===== config.mk =====
export PLATFORM = sky130hd
export DESIGN_NAME = preload_div
export DESIGN_NICKNAME = d
export VERILOG_FILES = /design/src/rtl/preload_div_pkg.sv /design/src/rtl/pd_modulus_clamp.sv /design/src/rtl/pd_step_unit.sv /design/src/rtl/pd_count_fsm.sv /design/src/rtl/preload_div.sv
export SDC_FILE = /design/constraint.sdc
export NUM_CORES = 1
export LEC_CHECK = 0
export BUFFER_PORTS_ARGS = -buffer_cell sky130_fd_sc_hd__buf_2
export CELL_PAD_IN_SITES_DETAIL_PLACEMENT = 1
export CELL_PAD_IN_SITES_GLOBAL_PLACEMENT = 1
export CORE_ASPECT_RATIO = 1.25
export CORE_UTILIZATION = 39
export DETAILED_ROUTE_END_ITERATION = 16
export HOLD_SLACK_MARGIN = 0.02
export PLACE_DENSITY_LB_ADDON = 0.15
export SLEW_MARGIN = 15
export SYNTH_ARGS = -nofsm -noshare
export SYNTH_HDL_FRONTEND = slang
export SYNTH_SLANG_ARGS = --single-unit

===== constraint.sdc =====
create_clock -name clk_i -period 2.4 [get_ports clk_i]
set_input_delay 0.24 -clock clk_i [delete_from_list [all_inputs] [get_ports clk_i]]
set_output_delay 0.24 -clock clk_i [all_outputs]
set_load 0.005 [all_outputs]

===== src/rtl/preload_div_pkg.sv =====
`timescale 1ns/1ps
package preload_div_pkg;

    // Controller states. The two LOAD states are quiet entry points after
    // reset; CARRY and MERGE are the only states that drive the pulse.
    typedef enum logic [2:0] {
        ST_UP_LOAD  = 3'd0,
        ST_UP_STEP  = 3'd1,
        ST_UP_CARRY = 3'd2,
        ST_DN_LOAD  = 3'd3,
        ST_DN_STEP  = 3'd4,
        ST_DN_MERGE = 3'd5
    } pd_state_e;

    typedef enum logic {
        DIR_UP   = 1'b0,
        DIR_DOWN = 1'b1
    } pd_dir_e;

endpackage


===== src/rtl/pd_modulus_clamp.sv =====
`timescale 1ns/1ps
module pd_modulus_clamp #(
    parameter int CNT_W     = 4,
    parameter int MOD_LIMIT = 10
) (
    input  logic             clk_i,
    input  logic             srst_i,
    input  logic [CNT_W-1:0] modulus_i,
    output logic [CNT_W-1:0] n_eff_o,
    output logic [CNT_W-1:0] up_pre_o,
    output logic [CNT_W-1:0] dn_pre_o
);

    localparam int              CODE_MAX = (1 << CNT_W) - 1;
    localparam logic [CNT_W-1:0] LIM_V   = CNT_W'(MOD_LIMIT);

    logic over_range;

    // Only build the upper compare when the field can encode values above
    // the decade limit.
    generate
        if (CODE_MAX > MOD_LIMIT) begin : g_upper_check
            assign over_range = (modulus_i > LIM_V);
        end else begin : g_no_upper_check
            assign over_range = 1'b0;
        end
    endgenerate

    always_comb begin
        if ((modulus_i == '0) || over_range) begin
            n_eff_o = LIM_V;
        end else begin
            n_eff_o = modulus_i;
        end
    end

    // Complement preload for up counting, ratio itself for down counting.
    assign up_pre_o = LIM_V - n_eff_o;
    assign dn_pre_o = n_eff_o;

    AST_CLAMP_RANGE: assert property (@(posedge clk_i) disable iff (srst_i)
        (n_eff_o != '0) && (n_eff_o <= LIM_V));

endmodule


===== src/rtl/pd_step_unit.sv =====
`timescale 1ns/1ps
module pd_step_unit #(
    parameter int CNT_W     = 4,
    parameter int MOD_LIMIT = 10
) (
    input  logic [CNT_W-1:0] cnt_i,
    output logic [CNT_W-1:0] plus1_o,
    output logic [CNT_W-1:0] minus1_o,
    output logic             at_top_o,
    output logic             at_floor_o,
    output logic             next_top_o
);

    localparam logic [CNT_W-1:0] ONE_V = CNT_W'(1);
    localparam logic [CNT_W-1:0] TOP_V = CNT_W'(MOD_LIMIT - 1);

    assign plus1_o    = cnt_i + ONE_V;
    assign minus1_o   = cnt_i - ONE_V;
    assign at_top_o   = (cnt_i == TOP_V);
    assign at_floor_o = (cnt_i <= ONE_V);
    assign next_top_o = (plus1_o == TOP_V);

endmodule


===== src/rtl/pd_count_fsm.sv =====
`timescale 1ns/1ps
module pd_count_fsm
    import preload_div_pkg::*;
#(
    parameter int CNT_W     = 4,
    parameter int MOD_LIMIT = 10
) (
    input  logic             clk_i,
    input  logic             srst_i,
    input  logic             dir_down_i,
    input  logic [CNT_W-1:0] up_pre_i,
    input  logic [CNT_W-1:0] dn_pre_i,
    input  logic [CNT_W-1:0] plus1_i,
    input  logic [CNT_W-1:0] minus1_i,
    input  logic             at_top_i,
    input  logic             at_floor_i,
    input  logic             next_top_i,
    output logic [CNT_W-1:0] cnt_o,
    output logic             term_o
);

    localparam logic [CNT_W-1:0] TOP_V = CNT_W'(MOD_LIMIT - 1);
    localparam logic [CNT_W-1:0] LIM_V = CNT_W'(MOD_LIMIT);
    localparam logic [CNT_W-1:0] ONE_V = CNT_W'(1);

    pd_state_e        state_q, state_d;
    pd_state_e        rl_state;
    logic [CNT_W-1:0] cnt_q, cnt_d;
    logic [CNT_W-1:0] rl_cnt;
    logic             up_side, dn_side;

    // Reload target: the inputs are sampled fresh at every reload edge.
    always_comb begin
        if (pd_dir_e'(dir_down_i) == DIR_DOWN) begin
            rl_cnt   = dn_pre_i;
            rl_state = ST_DN_MERGE;
        end else begin
            rl_cnt   = up_pre_i;
            rl_state = (up_pre_i == TOP_V) ? ST_UP_CARRY : ST_UP_STEP;
        end
    end

    // Next-state and next-count decision.
    always_comb begin
        state_d = state_q;
        cnt_d   = cnt_q;
        unique case (state_q)
            ST_UP_LOAD, ST_UP_STEP: begin
                if (at_top_i) begin
                    state_d = rl_state;
                    cnt_d   = rl_cnt;
                end else begin
                    cnt_d   = plus1_i;
                    state_d = next_top_i ? ST_UP_CARRY : ST_UP_STEP;
                end
            end
            ST_UP_CARRY: begin
                state_d = rl_state;
                cnt_d   = rl_cnt;
            end
            ST_DN_LOAD, ST_DN_STEP, ST_DN_MERGE: begin
                if (at_floor_i) begin
                    state_d = rl_state;
                    cnt_d   = rl_cnt;
                end else begin
                    cnt_d   = minus1_i;
                    state_d = ST_DN_STEP;
                end
            end
            default: begin
                state_d = rl_state;
                cnt_d   = rl_cnt;
            end
        endcase
    end

    // State register.
    always_ff @(posedge clk_i) begin
        if (srst_i) begin
            if (pd_dir_e'(dir_down_i) == DIR_DOWN) begin
                state_q <= ST_DN_LOAD;
                cnt_q   <= dn_pre_i;
            end else begin
                state_q <= ST_UP_LOAD;
                cnt_q   <= up_pre_i;
            end
        end else begin
            state_q <= state_d;
            cnt_q   <= cnt_d;
        end
    end

    // Output decode: the pulse comes straight from the state flops.
    always_comb begin
        term_o  = 1'b0;
        up_side = 1'b0;
        dn_side = 1'b0;
        unique case (state_q)
            ST_UP_LOAD, ST_UP_STEP: up_side = 1'b1;
            ST_UP_CARRY: begin
                up_side = 1'b1;
                term_o  = 1'b1;
            end
            ST_DN_LOAD, ST_DN_STEP: dn_side = 1'b1;
            ST_DN_MERGE: begin
                dn_side = 1'b1;
                term_o  = 1'b1;
            end
            default: term_o = 1'b0;
        endcase
    end

    assign cnt_o = cnt_q;

    AST_RESET_QUIET: assert property (@(posedge clk_i)
        srst_i |=> !term_o);

    AST_COUNT_BOUND: assert property (@(posedge clk_i) disable iff (srst_i)
        cnt_q <= LIM_V);

    AST_TEN_ONLY_DOWN: assert property (@(posedge clk_i) disable iff (srst_i)
        (cnt_q == LIM_V) |-> dn_side);

    AST_UP_ADVANCE: assert property (@(posedge clk_i) disable iff (srst_i)
        ((state_q == ST_UP_LOAD || state_q == ST_UP_STEP) && cnt_q != TOP_V)
        |=> (cnt_q == $past(cnt_q) + ONE_V));

    AST_DN_ADVANCE: assert property (@(posedge clk_i) disable iff (srst_i)
        (dn_side && cnt_q > ONE_V) |=> (cnt_q == $past(cnt_q) - ONE_V));

    AST_NO_ZERO_DOWN: assert property (@(posedge clk_i) disable iff (srst_i)
        dn_side |-> (cnt_q != '0));

    AST_CARRY_AT_TOP: assert property (@(posedge clk_i) disable iff (srst_i)
        (term_o && up_side) |-> (cnt_q == TOP_V));

    AST_SINGLE_PULSE: assert property (@(posedge clk_i) disable iff (srst_i)
        (state_q == ST_DN_MERGE && cnt_q > ONE_V) |=> !term_o);

endmodule


===== src/rtl/preload_div.sv =====
`timescale 1ns/1ps
module preload_div #(
    parameter int CNT_W     = 4,
    parameter int MOD_LIMIT = 10
) (
    input  logic             clk_i,
    input  logic             srst_i,
    input  logic [CNT_W-1:0] modulus_i,
    input  logic             dir_down_i,
    output logic [CNT_W-1:0] count_o,
    output logic             term_o
);

    logic [CNT_W-1:0] n_eff;
    logic [CNT_W-1:0] up_pre;
    logic [CNT_W-1:0] dn_pre;
    logic [CNT_W-1:0] cnt;
    logic [CNT_W-1:0] plus1;
    logic [CNT_W-1:0] minus1;
    logic             at_top;
    logic             at_floor;
    logic             next_top;

    pd_modulus_clamp #(
        .CNT_W     (CNT_W),
        .MOD_LIMIT (MOD_LIMIT)
    ) u_clamp (
        .clk_i     (clk_i),
        .srst_i    (srst_i),
        .modulus_i (modulus_i),
        .n_eff_o   (n_eff),
        .up_pre_o  (up_pre),
        .dn_pre_o  (dn_pre)
    );

    pd_step_unit #(
        .CNT_W     (CNT_W),
        .MOD_LIMIT (MOD_LIMIT)
    ) u_step (
        .cnt_i      (cnt),
        .plus1_o    (plus1),
        .minus1_o   (minus1),
        .at_top_o   (at_top),
        .at_floor_o (at_floor),
        .next_top_o (next_top)
    );

    pd_count_fsm #(
        .CNT_W     (CNT_W),
        .MOD_LIMIT (MOD_LIMIT)
    ) u_fsm (
        .clk_i      (clk_i),
        .srst_i     (srst_i),
        .dir_down_i (dir_down_i),
        .up_pre_i   (up_pre),
        .dn_pre_i   (dn_pre),
        .plus1_i    (plus1),
        .minus1_i   (minus1),
        .at_top_i   (at_top),
        .at_floor_i (at_floor),
        .next_top_i (next_top),
        .cnt_o      (cnt),
        .term_o     (term_o)
    );

    assign count_o = cnt;

    AST_DOWN_RELOAD_VALUE: assert property (@(posedge clk_i) disable iff (srst_i)
        (term_o && dir_down_i && count_o != '0 && $past(count_o) == CNT_W'(1) && !$past(srst_i))
        |-> (count_o == $past(n_eff)));

endmodule


**Word level (Yosys, flattened, before mapping)**

Cells that the tools add are included.

- $add $sub $neg: 3
- Magnitude comparators: 2
- Equality and inequality tests: 8
- Mux-type cells: 15
- Reduce and logical (&&, ||, !) cells: 6

Operators with widths:

| operator | count |
|---|---|
| 4-bit two-way mux | 5 |
| 4-bit == test (second input constant) | 3 |
| 3-bit two-way mux | 4 |
| 4-bit one-hot mux with 2 select lines | 1 |
| 3-bit by 2-bit == test with 1-bit output (second input constant) | 2 |
| 3-bit == test (second input constant) | 2 |
| 2-bit two-way mux | 3 |
| 3-bit one-hot mux with 2 select lines | 1 |
| 4-bit by 1-bit adder with 4-bit output (second input constant) | 1 |
| 4-bit greater-than comparator (second input constant) | 1 |
| 4-bit by 1-bit less-or-equal comparator with 1-bit output (second input constant) | 1 |
| 4-bit zero test | 1 |
| 2-bit OR reduction | 2 |
| 4-bit by 1-bit subtractor with 4-bit output (second input constant) | 1 |
| 4-bit subtractor (first input constant) | 1 |
| 3-bit by 1-bit == test with 1-bit output (second input constant) | 1 |
| 3-bit zero test | 1 |
| 3-bit OR reduction | 1 |
| 1-bit logical OR | 1 |
| 1-bit two-way mux | 1 |

- Bits in registers: 7
- Input port bits: 7
- Output and inout bits: 5
- Logic and storage cells: 36

**Logic depth before layout (Yosys ltp)**

- Word-level depth: 10
- Gate-level depth with buffers: 6
- Depth with buffers taken out: 6

**By module**

Synthesis repeated with hierarchy kept, for this count alone.

- Cells, all modules: 91
- Area total of the unflattened synthesis: 793.3 um^2

Modules (own cells, without submodules):

| module | instances | cells each | area each (um^2) | seq. area each (um^2) |
|---|---|---|---|---|
| pd_count_fsm | 1 | 51 | 454.2 | 140.1 |
| pd_step_unit | 1 | 23 | 206.4 | 0.0 |
| pd_modulus_clamp | 1 | 17 | 132.6 | 0.0 |

**Worst setup path after synthesis**

No wires, ideal clock.

- Kind: flip-flop to flip-flop
- From: register u_fsm.cnt_q[0] (netlist: u_fsm.cnt_o[0])
- To: register u_fsm.cnt_q[3] (netlist: u_fsm.cnt_o[3])
- Setup time: 0.131 ns
- Data arrival time: 1.633 ns
- Data required time: 2.269 ns
- Path slack: 0.635 ns
- Cell stages (with the launch flop): 7
- Buffers on the path: 0
- Period minus slack after synthesis: 1.765 ns
- Path through: dfxtp_1 -> inv_1 -> ha_1 -> or2_2 -> and3b_1 -> a211oi_1 -> o22ai_1

- Longest elaborated chain between the ends: 4
- Elaborated cells on any way between the ends: 8
- Those cells by class: 2 x add/sub; 1 x order compare; 1 x eq/ne; 4 x mux

Ends and longest elaborated chain:

| element | RTL line | RTL |
|---|---|---|
| from (decl) | pd_count_fsm.sv:28 | `logic [CNT_W-1:0] cnt_q, cnt_d;` |
| from (signal assigned) | pd_count_fsm.sv:82 | `cnt_q <= dn_pre_i;` |
| from (signal assigned) | pd_count_fsm.sv:85 | `cnt_q <= up_pre_i;` |
| from (signal assigned) | pd_count_fsm.sv:89 | `cnt_q <= cnt_d;` |
| 4-bit by 1-bit subtractor with 4-bit output (tied with other cells) | pd_step_unit.sv:18 | `assign minus1_o = cnt_i - ONE_V;` |
| 4-bit two-way mux (on tied branches) | pd_count_fsm.sv:62, pd_count_fsm.sv:49 |  |
| 4-bit one-hot mux with 2 select lines * | pd_count_fsm.sv:47 | `unique case (state_q)` |
| 4-bit two-way mux * | pd_count_fsm.sv:79 | `if (srst_i) begin` |

Every way passes the cells marked *; elsewhere a longest branch is shown, timed or not.

**Worst setup path in the final report**

Ends and elaborated chain as after synthesis.

==> key figures <==
STA
  – Endpoints failing hold: 0
  – Rel. slew slack: between 60% and 70%
  – Setup Skew: 0.000377 ns
  – Fmax: 0.498 GHz
  – Final period util: 83.6%
  – Final Worst Setup Slack: 0.394 ns
  – RSZ-0062 raised after global routing: false
  – Least-Margin Pin Slew: 0.502 ns
  – Crit path time final: around 2 ns
  – Max-slew violations: 0
  – Setup_tns: 0 ns
  – Endpoints failing setup: 0

Finish
  – Area of the multi-input gates: 495 um^2
  – Layout cells sized above 1: 21.1%
  – Final instance area: 751 um^2
  – Sequential Area: roughly 140 um^2
  – Util after Layout: 46.9%
  – Fillers: 212
  – Layout net count: roughly 110
  – N_diodes: 0
  – Layout Area Growth over Synthesis: 9.69%

Clock network
  – CTS tree: yes
  – Clock Path Buffers: 2
  – Post-cts resize count: 0
  – Clk slew on worst S/H paths: roughly 0.05 ns
  – H-tree depth: 1
  – TritonCTS Buffers: 3
  – Clock Sinks: 7
  – Hold buffers post-CTS: 0
  – Post-CTS Repair Setup Buffers: 0
  – CTS root buf: clkbuf_4
  – Worst skew pair latency: about 0.27 ns

Routing
  – Drt drc: 0
  – DRT antenna net count: 0
  – WL per Instance: between 15 and 20 um
  – Via density: 6.04
  – Drt initial violations: 2
  – Wirelength, routed: approximately 1800 um
  – DRT Pass-1 Iters: 2
  – Via count: around 680

Synthesis
  – Syn nets: 97
  – Count of state elements after synthesis: 7
  – Top FF cell, synth: dfxtp_1
  – Netlist cell types: 37
  – Synth async-reset ratio: 0%
  – Post-synth EDFFs: 0
  – Post-Synthesis Cells: 87
  – Syn Area/Cell: between 7 and 8 um^2
  – Sequential fraction of the synthesis area: between 20 and 25%
  – Ys Warns: 0
  – Syn Std Cell Area: 684 um^2

Worst setup path
  – R2R cell count: 6
  – Crit start category: register
  – WS Path Type: reg2reg
  – CP max FO: 7
  – CP arrival: 2.15 ns
  – CP Capture Type: register
  – Worst path required time: 2.54 ns

Floorplan
  – # IOs: 12
  – Core box area: roughly 0.0016 mm^2
  – Starting Density: 42.7%
  – Full die area: 0.00193 mm^2
  – Die H: 48.8 um
  – Die width: 39.5 um
  – Rows: 16

Placed design
  – PortBufs: 11
  – GPL Wtd Cong: 0.827
  – Placement-stage cell area: around 720 um^2
  – DP HPWL: 1330 um
  – Worst slack, placed: 0.429 ns

Global routing
  – Total GRT Usage: approximately a quarter
  – Largest net degree at the start of global routing: 12
  – First-pass GRT wire length: 3000 um
  – Initial antenna violation count: 0
  – Global route total overflow: 0
  – Number of global-route vias before repair: 648

Pwr
  – Max VDD drop: 0.552 mV
  – Cell area power density: just over 900 mW/mm^2
  – Leakage: 0.323 nW

Run status
  – Status: completed

Hold path
  – Hold depth: 2
  – Hold WC Path Type: in2reg

Run
  – Max-Cap Viols: 0
cell families after synthesis:
group,Yosys count,share of synthesized area [%]
flip-flops,7,20.5
buffers and inverters,10,7.13
AO/OA/AOI/OAI,28,29.6
adder cells (fa/ha/maj),3,5.49
multiplexers,3,4.57
AND/OR/NAND/NOR,32,27.6
XOR/XNOR,4,5.12
synthesized netlist by cell type (4+ instances only):
master,count,area share (%)
a211oi_1,4,4.4
a21oi_1,4,2.9
dfxtp_1,7,20
nand2b_1,4,3.7
nor2_1,8,4.4
cell type report:
| class | count | share of cell area [%] |
|---|---|---|
| Sequential cell | 7 | 18.7 |
| Clock buffer | 4 | 3.50 |
| Tap cell | 18 | 3.00 |
| Inverter | 3 | 1.50 |
| Multi-Input combinational cell | 70 | 66.0 |
| Timing Repair Buffer | 11 | 7.33 |
path summary, 6_finish.rpt:
check	start	end	slack (ns)
hold reg to reg	u_fsm.cnt_o[0]	u_fsm.cnt_o[0]	0.61
setup / recovery	u_fsm.cnt_o[0]	u_fsm.cnt_o[3]	0.39
hold / removal	srst_i	u_fsm.state_q[2]	0.21
setup reg to reg	u_fsm.cnt_o[0]	u_fsm.cnt_o[3]	0.39
placed cells by master, fill, tap and decap left out, drive strengths merged, types with 2 or more instances in the layout:
cell type and count:
o21ai 3, mux2i 2, dfxtp 7, o32ai 2, nor2 8, inv 3
a22oi 3, a211oi 4, a31oi 2, clkbuf 4, nor3 4, xor2 2
nand2b 4, xnor2 2, nand2 3, a21o 3, and3b 2, ha 3
o22ai 2, nand3 2, nand3b 3, o41ai 2, buf 11, a21oi 4
where the power goes:
group | total (W) | switching (W) | internal, W
clock network | 0.000114 | 0.0000499 | 0.0000638
registers | 0.000219 | 0.0000674 | 0.000152
logic | 0.000354 | 0.000190 | 0.000164
critical path, stage by stage, from the launching register on:
cell and delay, ns:
dfxtp_1 0.43, inv_1 0.07, ha_1 0.24, or2_2 0.34, and3b_1 0.21, a211oi_1 0.44
o22ai_1 0.15
layer usage:
layer	up-vias	GRT usage (%)	wire, um
met5	-	0	0
met4	0	13.8	48
met3	4	8.22	61
met2	10	31.7	885
met1	328	30.7	801
li1	341	-	-
registers in the layout (all words and copies together), names as in the netlist:
register       cells
u_fsm.state_q      3
u_fsm.cnt_o        4
per-stage QoR:
step	hold slack [ns]	power, W	instances
after floorplan	0.319	0.000477	87
after global placement	0.489	0.000560	109
after detailed placement	0.497	0.000572	109
after CTS	0.217	0.000691	113
after global routing	0.231	0.000747	113
final	0.215	0.000687	113
(Power assumes the default switching activity.)
